## src/rtl/dreq_pkg.sv

```systemverilog
// Package: shared state encoding and SYNC code values for the DMA request
// decoder. Assumes a 4-bit SYNC nibble as reported by the host DMA engine.
package dreq_pkg;
    localparam int SYNC_W = 4;

    localparam logic [SYNC_W-1:0] SYNC_READY = 4'b0000;
    localparam logic [SYNC_W-1:0] SYNC_FAULT = 4'b1010;
    localparam logic [SYNC_W-1:0] SYNC_KEEP  = 4'b1001;

    typedef enum logic [1:0] {
        RX_IDLE,
        RX_CHAN,
        RX_LVL,
        RX_STOP
    } rx_state_e;
endpackage

```

## src/rtl/dreq_frame_rx.sv

```systemverilog
// Module: serial frame receiver. Waits with the line high and takes a low
// sample in idle as the start bit. It then shifts in CHAN_W channel bits
// (MSB first), one level bit and the stop bit. On a good stop bit it raises
// done for that cycle (combinational, qualified by the live line value). On
// a bad stop bit it raises a registered one-cycle error pulse. Assumes the
// line is synchronous to clk and carries one bit per clock.
module dreq_frame_rx
    import dreq_pkg::*;
#(
    parameter int CHAN_W = 3
) (
    input  logic              clk,
    input  logic              rst_n,
    input  logic              line_n,
    output logic              done,
    output logic [CHAN_W-1:0] chan,
    output logic              lvl,
    output logic              err
);
    localparam int CNT_W = $clog2(CHAN_W + 1);
    localparam logic [CNT_W-1:0] LAST_BIT = CNT_W'(CHAN_W - 1);

    rx_state_e         state;
    logic [CNT_W-1:0]  cnt;
    logic [CHAN_W-1:0] chan_q;
    logic [CHAN_W-1:0] chan_nx;
    logic              lvl_q;
    logic              err_q;

    // Next channel shift value: the sampled bit enters at the LSB.
    always_comb begin
        chan_nx = CHAN_W'(chan_q << 1) | CHAN_W'(line_n);
    end

    // Frame sequencer: walks start, channel bits, level and stop.
    always_ff @(posedge clk) begin
        if (!rst_n) begin
            state  <= RX_IDLE;
            cnt    <= '0;
            chan_q <= '0;
            lvl_q  <= 1'b0;
            err_q  <= 1'b0;
        end else begin
            err_q <= 1'b0;
            case (state)
                RX_IDLE: begin
                    if (!line_n) begin
                        state <= RX_CHAN;
                        cnt   <= '0;
                    end
                end
                RX_CHAN: begin
                    chan_q <= chan_nx;
                    cnt    <= cnt + 1'b1;
                    if (cnt == LAST_BIT) begin
                        state <= RX_LVL;
                    end
                end
                RX_LVL: begin
                    lvl_q <= line_n;
                    state <= RX_STOP;
                end
                RX_STOP: begin
                    err_q <= ~line_n;
                    state <= RX_IDLE;
                end
                default: state <= RX_IDLE;
            endcase
        end
    end

    // Frame outputs: commit strobe during a good stop bit.
    always_comb begin
        done = (state == RX_STOP) && line_n;
        chan = chan_q;
        lvl  = lvl_q;
        err  = err_q;
    end
endmodule

```

## src/rtl/dreq_level_bank.sv

```systemverilog
// Module: per-channel emulated request levels. A committed frame loads its
// level into the named channel. A DMA byte notification with a ready or
// fault SYNC clears the named channel. A frame overrides a notification on
// the same channel in the same cycle. The bus-master channel feeds bm_req
// only: its drq bit is tied low, and notifications do not touch it.
// Assumes note_valid is a one-cycle strobe per DMA byte.
module dreq_level_bank
    import dreq_pkg::*;
#(
    parameter int CHAN_W  = 3,
    parameter int BM_CHAN = 4
) (
    input  logic                      clk,
    input  logic                      rst_n,
    input  logic                      set_valid,
    input  logic [CHAN_W-1:0]         set_chan,
    input  logic                      set_lvl,
    input  logic                      note_valid,
    input  logic [CHAN_W-1:0]         note_chan,
    input  logic [SYNC_W-1:0]         note_sync,
    output logic [(1 << CHAN_W)-1:0]  drq,
    output logic                      bm_req
);
    localparam int NCHAN = 1 << CHAN_W;

    logic note_clr;

    // Decode which SYNC codes end the request.
    always_comb begin
        note_clr = note_valid &&
                   ((note_sync == SYNC_READY) || (note_sync == SYNC_FAULT));
    end

    for (genvar g = 0; g < NCHAN; g++) begin : g_lane
        localparam logic [CHAN_W-1:0] IDX = CHAN_W'(g);
        if (g == BM_CHAN) begin : g_bm
            logic bm_q;
            // Bus-master level: loaded only by frames.
            always_ff @(posedge clk) begin
                if (!rst_n) begin
                    bm_q <= 1'b0;
                end else if (set_valid && (set_chan == IDX)) begin
                    bm_q <= set_lvl;
                end
            end
            assign drq[g] = 1'b0;
            assign bm_req = bm_q;
        end else begin : g_dma
            logic lvl_q;
            // DMA lane level: frame wins, otherwise the clearing SYNC applies.
            always_ff @(posedge clk) begin
                if (!rst_n) begin
                    lvl_q <= 1'b0;
                end else if (set_valid && (set_chan == IDX)) begin
                    lvl_q <= set_lvl;
                end else if (note_clr && (note_chan == IDX)) begin
                    lvl_q <= 1'b0;
                end
            end
            assign drq[g] = lvl_q;
        end
    end
endmodule

```

## src/rtl/dreq_host_top.sv

```systemverilog
// Module: top of the host-side DMA request decoder. Joins the serial frame
// receiver to the level bank and brings out the emulated request vector,
// the bus-master flag and the framing-error pulse. Assumes req_line_n is
// already synchronised to clk.
module dreq_host_top
    import dreq_pkg::*;
#(
    parameter int CHAN_W  = 3,
    parameter int BM_CHAN = 4
) (
    input  logic                     clk,
    input  logic                     rst_n,
    input  logic                     req_line_n,
    input  logic                     note_valid,
    input  logic [CHAN_W-1:0]        note_chan,
    input  logic [SYNC_W-1:0]        note_sync,
    output logic [(1 << CHAN_W)-1:0] drq,
    output logic                     bm_req,
    output logic                     frame_err
);
    logic              frm_done;
    logic [CHAN_W-1:0] frm_chan;
    logic              frm_lvl;

    dreq_frame_rx #(.CHAN_W(CHAN_W)) u_rx (
        .clk    (clk),
        .rst_n  (rst_n),
        .line_n (req_line_n),
        .done   (frm_done),
        .chan   (frm_chan),
        .lvl    (frm_lvl),
        .err    (frame_err)
    );

    dreq_level_bank #(.CHAN_W(CHAN_W), .BM_CHAN(BM_CHAN)) u_bank (
        .clk        (clk),
        .rst_n      (rst_n),
        .set_valid  (frm_done),
        .set_chan   (frm_chan),
        .set_lvl    (frm_lvl),
        .note_valid (note_valid),
        .note_chan  (note_chan),
        .note_sync  (note_sync),
        .drq        (drq),
        .bm_req     (bm_req)
    );
endmodule

```

## config.mk

```make
export PLATFORM = sky130hd
export DESIGN_NAME = dreq_host_top
export DESIGN_NICKNAME = d
export VERILOG_FILES = /design/src/rtl/dreq_pkg.sv /design/src/rtl/dreq_frame_rx.sv /design/src/rtl/dreq_level_bank.sv /design/src/rtl/dreq_host_top.sv
export SDC_FILE = /design/constraint.sdc
export NUM_CORES = 1
export LEC_CHECK = 0
export BUFFER_PORTS_ARGS = -buffer_cell sky130_fd_sc_hd__clkbuf_2
export CORE_MARGIN = 5
export CORE_UTILIZATION = 45
export CTS_CLUSTER_DIAMETER = 150
export DETAILED_ROUTE_END_ITERATION = 10
export PLACE_DENSITY = 0.68
export SETUP_SLACK_MARGIN = 0.2
export SYNTH_ARGS = -nofsm -noshare
export SYNTH_HDL_FRONTEND = slang
export SYNTH_SLANG_ARGS = --single-unit
```

## constraint.sdc

```tcl
create_clock -name clk -period 1.7 [get_ports clk]
set_input_delay 0 -clock clk [delete_from_list [all_inputs] [get_ports clk]]
set_output_delay 0 -clock clk [all_outputs]
set_load 0.05 [all_outputs]
```

==> reports/qor.yml, run 1 <==
min_period_over_period_pct: 84.1
netlist_instances: 102
max_stage_delay_ns: 0.41
synthTopCellsByArea: "dfxtp_1 38%, ha_1 6.9%, buf_4 6.6%"
synth-seq-area-share_pct: 37.5
synth_top_family_by_area: "simple AND/OR/NAND/NOR gates"
ys.flop_type: "dfxtp_1"
dieArea_um2: 3010
hp-class: "in -> reg"
synth.cell_area_um2: 907
ir_drop_mv: 0.586
num_io_pins: 21
setup_tns_ns: 0
cts_buffers: 3
start_util_pct: 46.7
place_congestion: 0.803
critical_path_class: "reg -> reg"
fmax_mhz: 699
drc: 0
powerDensity_nw_per_um2: 1030
drtAntennaViolNets: 0
die_x_um: 54.9
violations: "hold timing"
clkLatencyLatePin_ns: 0.29
critical_path.max_fanout: 5
p_comb_share_pct: 32.5
cts_buffer_depth: 2
totalWireLength_mm: 1.86
cts_tree: "done"
io_buffers: 19
clock-sinks: 17
grt_pass1_vias: 691
final-setup-viol-count: 0
vias: 749
synth_top_area_share_pct: 37.5
slowest_stage: "or3b_1"
fp.dieH_um: 54.9
post-dp-hpwl_mm: 1.49
p_seq_share_pct: 46.9
start_kind: "register"
crit_required_ns: 1.88
syn_to_final_growth_pct: 11.4
dp_cells: 138
root_buffer: "clkbuf_4"
holdWs_ns: -0.00310
antenna_found_initial: 0
avgSynthCellArea_um2: 8.89
gr-total-overflow: 0
final_cells: 143
mostFrequentLayoutCells: "19 x clkbuf_2, 16 x dfxtp_1, 7 x o211ai_1, 7 x o22ai_1"
ys_seq_elements: 17
status: "complete, but fails checks"
nets: 133
synth-edff-count: 0
clkPwrFrac_pct: 20.7
wl_per_cell_um: 13.0
period_minus_slack_ns: 1.43
synth-simple-area-share_pct: 22.1
synthArstFlopShare_pct: 0
clk_pin_slew_ns: 0.11
maxCapViolations: 0
worstSetupEndpointType: "register"
hold_viol: 1
synth_fa_ha_area_share_pct: 6.90
synth_top_cell_by_area: "dfxtp_1"
finalMaxSlewViolations: 0
grt_first_pass_wirelength_mm: 3.02
synth_compound_area_share_pct: 16.7
power_leakage_nw: 0.386
coreArea_um2: 1940
p_switching_mw: 0.365
finalClockSkew_ns: 0.0111
synth-xor-area-share_pct: 1.79
first_pass_iters: 3
globalRouteTotalUtil_pct: 14.1
drt_iter0_drc: 2
mappedNetlistNets: 118
crit_chain: "ha_2, or3b_1, o211ai_1, o22ai_1"
diodes: 0
vias_per_cell: 5.24
synth_mux_area_share_pct: 4.41
drive_above_1_share_pct: 24.1
p_sw_share_pct: 35.0
crit_family: "simple AND/OR/NAND/NOR gates"
layout_commonest_cell: "clkbuf_2"
htreeDepth: 1
crit_arrival_ns: 1.61
critPathBufInv: 0
yosysWarnings: 0
grt_max_degree: 13
rsz0062_at_grt: "no"
rows: 16
synth.distinct_cells: 29
p_int_mw: 0.677
[cell usage after synthesis (2+ instances only)]
| master | count |
|---|---|
| o211ai_1 | 7 |
| mux2i_1 | 4 |
| a21oi_1 | 4 |
| o21ai_0 | 5 |
| nor2_1 | 6 |
| o22ai_1 | 7 |
| nand3b_1 | 4 |
| buf_4 | 8 |
| nor3_1 | 6 |
| nand2_1 | 4 |
| nand3_1 | 2 |
| dfxtp_1 | 17 |
| buf_2 | 2 |
| inv_1 | 5 |
| ha_1 | 5 |
| nand2b_1 | 3 |
[registers in the layout (all words and copies together), names as in the netlist]
register                   flops
u_bank.g_lane.g_dma.lvl_q      7
u_rx.chan                      3
u_rx.cnt                       2
u_rx.state                     2
u_bank.bm_req                  1
u_rx.err                       1
u_rx.lvl                       1
[metrics by stage]
| step | utilization, % | setup slack (ns) | cell area (um^2) | power (mW) |
|---|---|---|---|---|
| 2_1_floorplan | - | 0.366 | 907 | 0.736 |
| 3_3_place_gp | 49.9 | 0.316 | 970 | 0.811 |
| 3_5_place_dp | 49.9 | 0.212 | 970 | 0.827 |
| 4_1_cts | 51.9 | 0.224 | 1010 | 1.04 |
| 5_1_grt | 52.1 | 0.213 | 1010 | 1.12 |
| 6_report | 52.1 | 0.270 | 1010 | 1.04 |
[what timing repair did]
item,4_1_cts,5_1_grt
setup endpoints to repair,0,2
endpoints found under the hold margin,1,0
hold buffers,1,0
resized for setup,0,2
setup buffers,0,0
[area by class of cell]
type / instances / area, um^2
Clock buffer: 3 / 22.5
Clock inverter: 1 / 5.00
Fill cell: 201 / 931
Inverter: 5 / 18.8
Multi-Input combinational cell: 69 / 477
Sequential cell: 17 / 342
Tap cell: 27 / 33.8
Timing Repair Buffer: 21 / 113
[worst paths after layout]
check | startpoint | endpoint | slack (ns) | cells past startpoint
hold reg to reg | u_rx.cnt[0] | u_rx.cnt[0] | 0.48 | 2
hold / removal | note_chan[1] | u_bank.g_lane[0].g_dma.lvl_q | -0.003 | 3
setup / recovery | u_rx.state[0] | u_bank.g_lane[1].g_dma.lvl_q | 0.27 | 4
setup reg to reg | u_rx.state[0] | u_bank.g_lane[1].g_dma.lvl_q | 0.27 | 4
[metal layers]
layer  global-route usage, %  wire length, um
met5                       0                0
met4                    4.86               19
met3                    3.22               70
met1                    17.1              829
met2                    24.2              943
[worst register-to-register path, cell delays in order, from the launching register on]
cell	delay, ns
dfxtp_1	0.38
ha_2	0.23
or3b_1	0.41
o211ai_1	0.21
o22ai_1	0.09
[kinds of logic after synthesis]
family,Yosys count
AND/OR/NAND/NOR,34
AO/OA/AOI/OAI,24
flip-flops,17
buffers and inverters,16
adder cells (fa/ha/maj),5
multiplexers,4
other,1
XOR/XNOR,1
[power groups by stage]
stage,clock network [mW],logic (mW),registers (mW)
floorplan,0,0.252,0.484
global placement,0,0.324,0.488
detailed placement,0,0.333,0.493
CTS,0.221,0.339,0.483
global route,0.242,0.378,0.496
finish,0.215,0.338,0.488
Power figures use the tool's default switching activity.
==> run 2: changes to the inputs <==
==> constraint.sdc (replaced) <==
create_clock -name clk -period 1.4 [get_ports clk]
set_input_delay 0 -clock clk [delete_from_list [all_inputs] [get_ports clk]]
set_output_delay 0 -clock clk [all_outputs]
set_load 0.05 [all_outputs]
==> reports/qor.yml, run 2 (synthesis gave the netlist of run 1 again) <==
status: "finished clean"
nets: 136  # +2.3%
root_buffer: "clkbuf_4"
layout_commonest_cell: "clkbuf_2"
powerDensity_nw_per_um2: 1270  # +23%
final-setup-viol-count: 0  # unchanged
place_area_um2: 992  # +2.3%
hp-class: "in -> reg"
highest_layer: "met4"
finalClockSkew_ns: 0.00560  # -0.00547 ns
clk_pin_slew_ns: 0.10  # about the same
mostFrequentLayoutCells: "19 x clkbuf_2, 15 x dfxtp_1, 7 x o211ai_1, 7 x o22ai_1"
worstSetupEndpointType: "register"
wl_met3_um: 73  # +4.3%
rows: 16  # unchanged
hold_viol: 0  # -1
period_minus_slack_ns: 1.29  # -0.136 ns
post-dp-hpwl_mm: 1.44  # -3.2%
rsz0062_at_grt: "yes"
crit_required_ns: 1.57  # -0.31 ns
clock-sinks: 17  # unchanged
min_period_over_period_pct: 92.4  # +8.3 points
critical_path.max_fanout: 4  # -1
setup_slack_ns: 0.106  # -0.164 ns
cts_buffers: 3  # unchanged
wirelength_met1_um: 807  # -2.7%
cts_buffer_depth: 2  # unchanged
dr_wl_met2_um: 973  # +3.2%
place_congestion: 0.777  # -3.2%
gr-total-overflow: 0  # unchanged
top_register: "u_bank.g_lane.g_dma.lvl_q"
io_buffers: 19  # unchanged
antenna_found_initial: 0  # unchanged
globalRouteTotalUtil_pct: 14.0  # -0.048 points
drc: 0  # unchanged
maxCapViolations: 0  # unchanged
fillers: 194  # -3.5%
htreeDepth: 1  # unchanged
dp_cells: 138  # unchanged
power_leakage_nw: 0.402  # +4.2%
total_power_mw: 1.37  # +31%
dieArea_um2: 3010  # unchanged
vias: 773  # +3.2%
final_cells: 146  # +2.1%
vias_per_cell: 5.29  # +1.1%
holdWs_ns: 0.0239  # +0.0270 ns
drtAntennaViolNets: 0  # unchanged
totalWireLength_mm: 1.86  # +0.16%
grt_first_pass_wirelength_mm: 3.01  # -0.46%
first_pass_iters: 4  # +1
cts_tree: "done"
largest_reg_flops: 7  # unchanged
wl_per_cell_um: 12.8  # -1.9%
fp.dieH_um: 54.9  # unchanged
pre_cts_ws_ns: 0.0877  # -0.124 ns
finalMaxSlewViolations: 0  # unchanged
crit_arrival_ns: 1.47  # -0.14 ns
drt_iter0_drc: 4  # +2
drive_above_1_share_pct: 31.1  # +7.0 points
start_kind: "register"
diodes: 0  # unchanged
die_x_um: 54.9  # unchanged
critical_path_class: "reg -> reg"
setup_tns_ns: 0  # unchanged
syn_to_final_growth_pct: 19.2
start_util_pct: 46.7  # unchanged
ir_drop_mv: 0.701  # +20%
clkLatencyLatePin_ns: 0.29  # about the same
coreArea_um2: 1940  # unchanged
fin_area_um2: 1080  # +6.9%
grt_max_degree: 13  # unchanged
finish.utilization_pct: 55.7  # +3.6 points
fmax_mhz: 773  # +11%
grt_pass1_vias: 726  # +5.1%
num_io_pins: 21  # unchanged
[run 2: changes by cell type in the layout (fill, tap and decap cells not counted), moves of 2 or more]
| cell | delta |
|---|---|
| ha_4 | +2 |
| o21ai_0 | -3 |
| buf_4 | +3 |
| dfxtp_4 | +2 |
| o21ai_1 | +3 |
| ha_1 | -2 |
[run 2: report_power, final]
part / internal (mW) / total [mW] / switching [mW]
logic: 0.232 / 0.493 / 0.261
registers: 0.552 / 0.614 / 0.0616
clock network: 0.111 / 0.261 / 0.150
total: 0.895 / 1.37 / 0.473
[run 2: worst paths after layout]
check	from	endpoint	slack, ns	cells past startpoint
min	note_chan[0]	u_bank.g_lane[0].g_dma.lvl_q	0.02	3
max reg2reg	u_rx.state[1]	u_bank.g_lane[1].g_dma.lvl_q	0.11	4
min reg2reg	u_rx.cnt[0]	u_rx.cnt[0]	0.48	2
max	u_rx.state[1]	u_bank.g_lane[1].g_dma.lvl_q	0.11	4
[run 2: layout make-up]
class	count	area, um^2	share of cell area, %
Multi-Input combinational cell	69	519	48.0
Sequential cell	17	348	32.2
Timing Repair Buffer	24	135	12.5
Tap cell	27	33.8	3.12
Clock buffer	4	26.3	2.43
Inverter	5	18.8	1.74
[run 2: metal layers]
metal	GRT usage, %	up-vias
met5	0	-
met2	24.4	11
li1	-	393
met3	4.83	2
met4	4.86	0
met1	15.8	367
[run 2: timing repair]
action / in CTS / in global routing
setup buffers: 3 / 0
gates resized for setup: 6 / 3
hold buffers: 1 / 0
cloned: 0 / 0
pin swaps: 3 / 4
hold endpoints to repair: 1 / 0
endpoints found under the setup margin: 6 / 12
[run 2: critical path, cell delays in order (launching register included)]
cell and delay [ns]:
dfxtp_4 0.38, ha_4 0.12, or3b_4 0.38, o211ai_1 0.19
o22ai_1 0.09
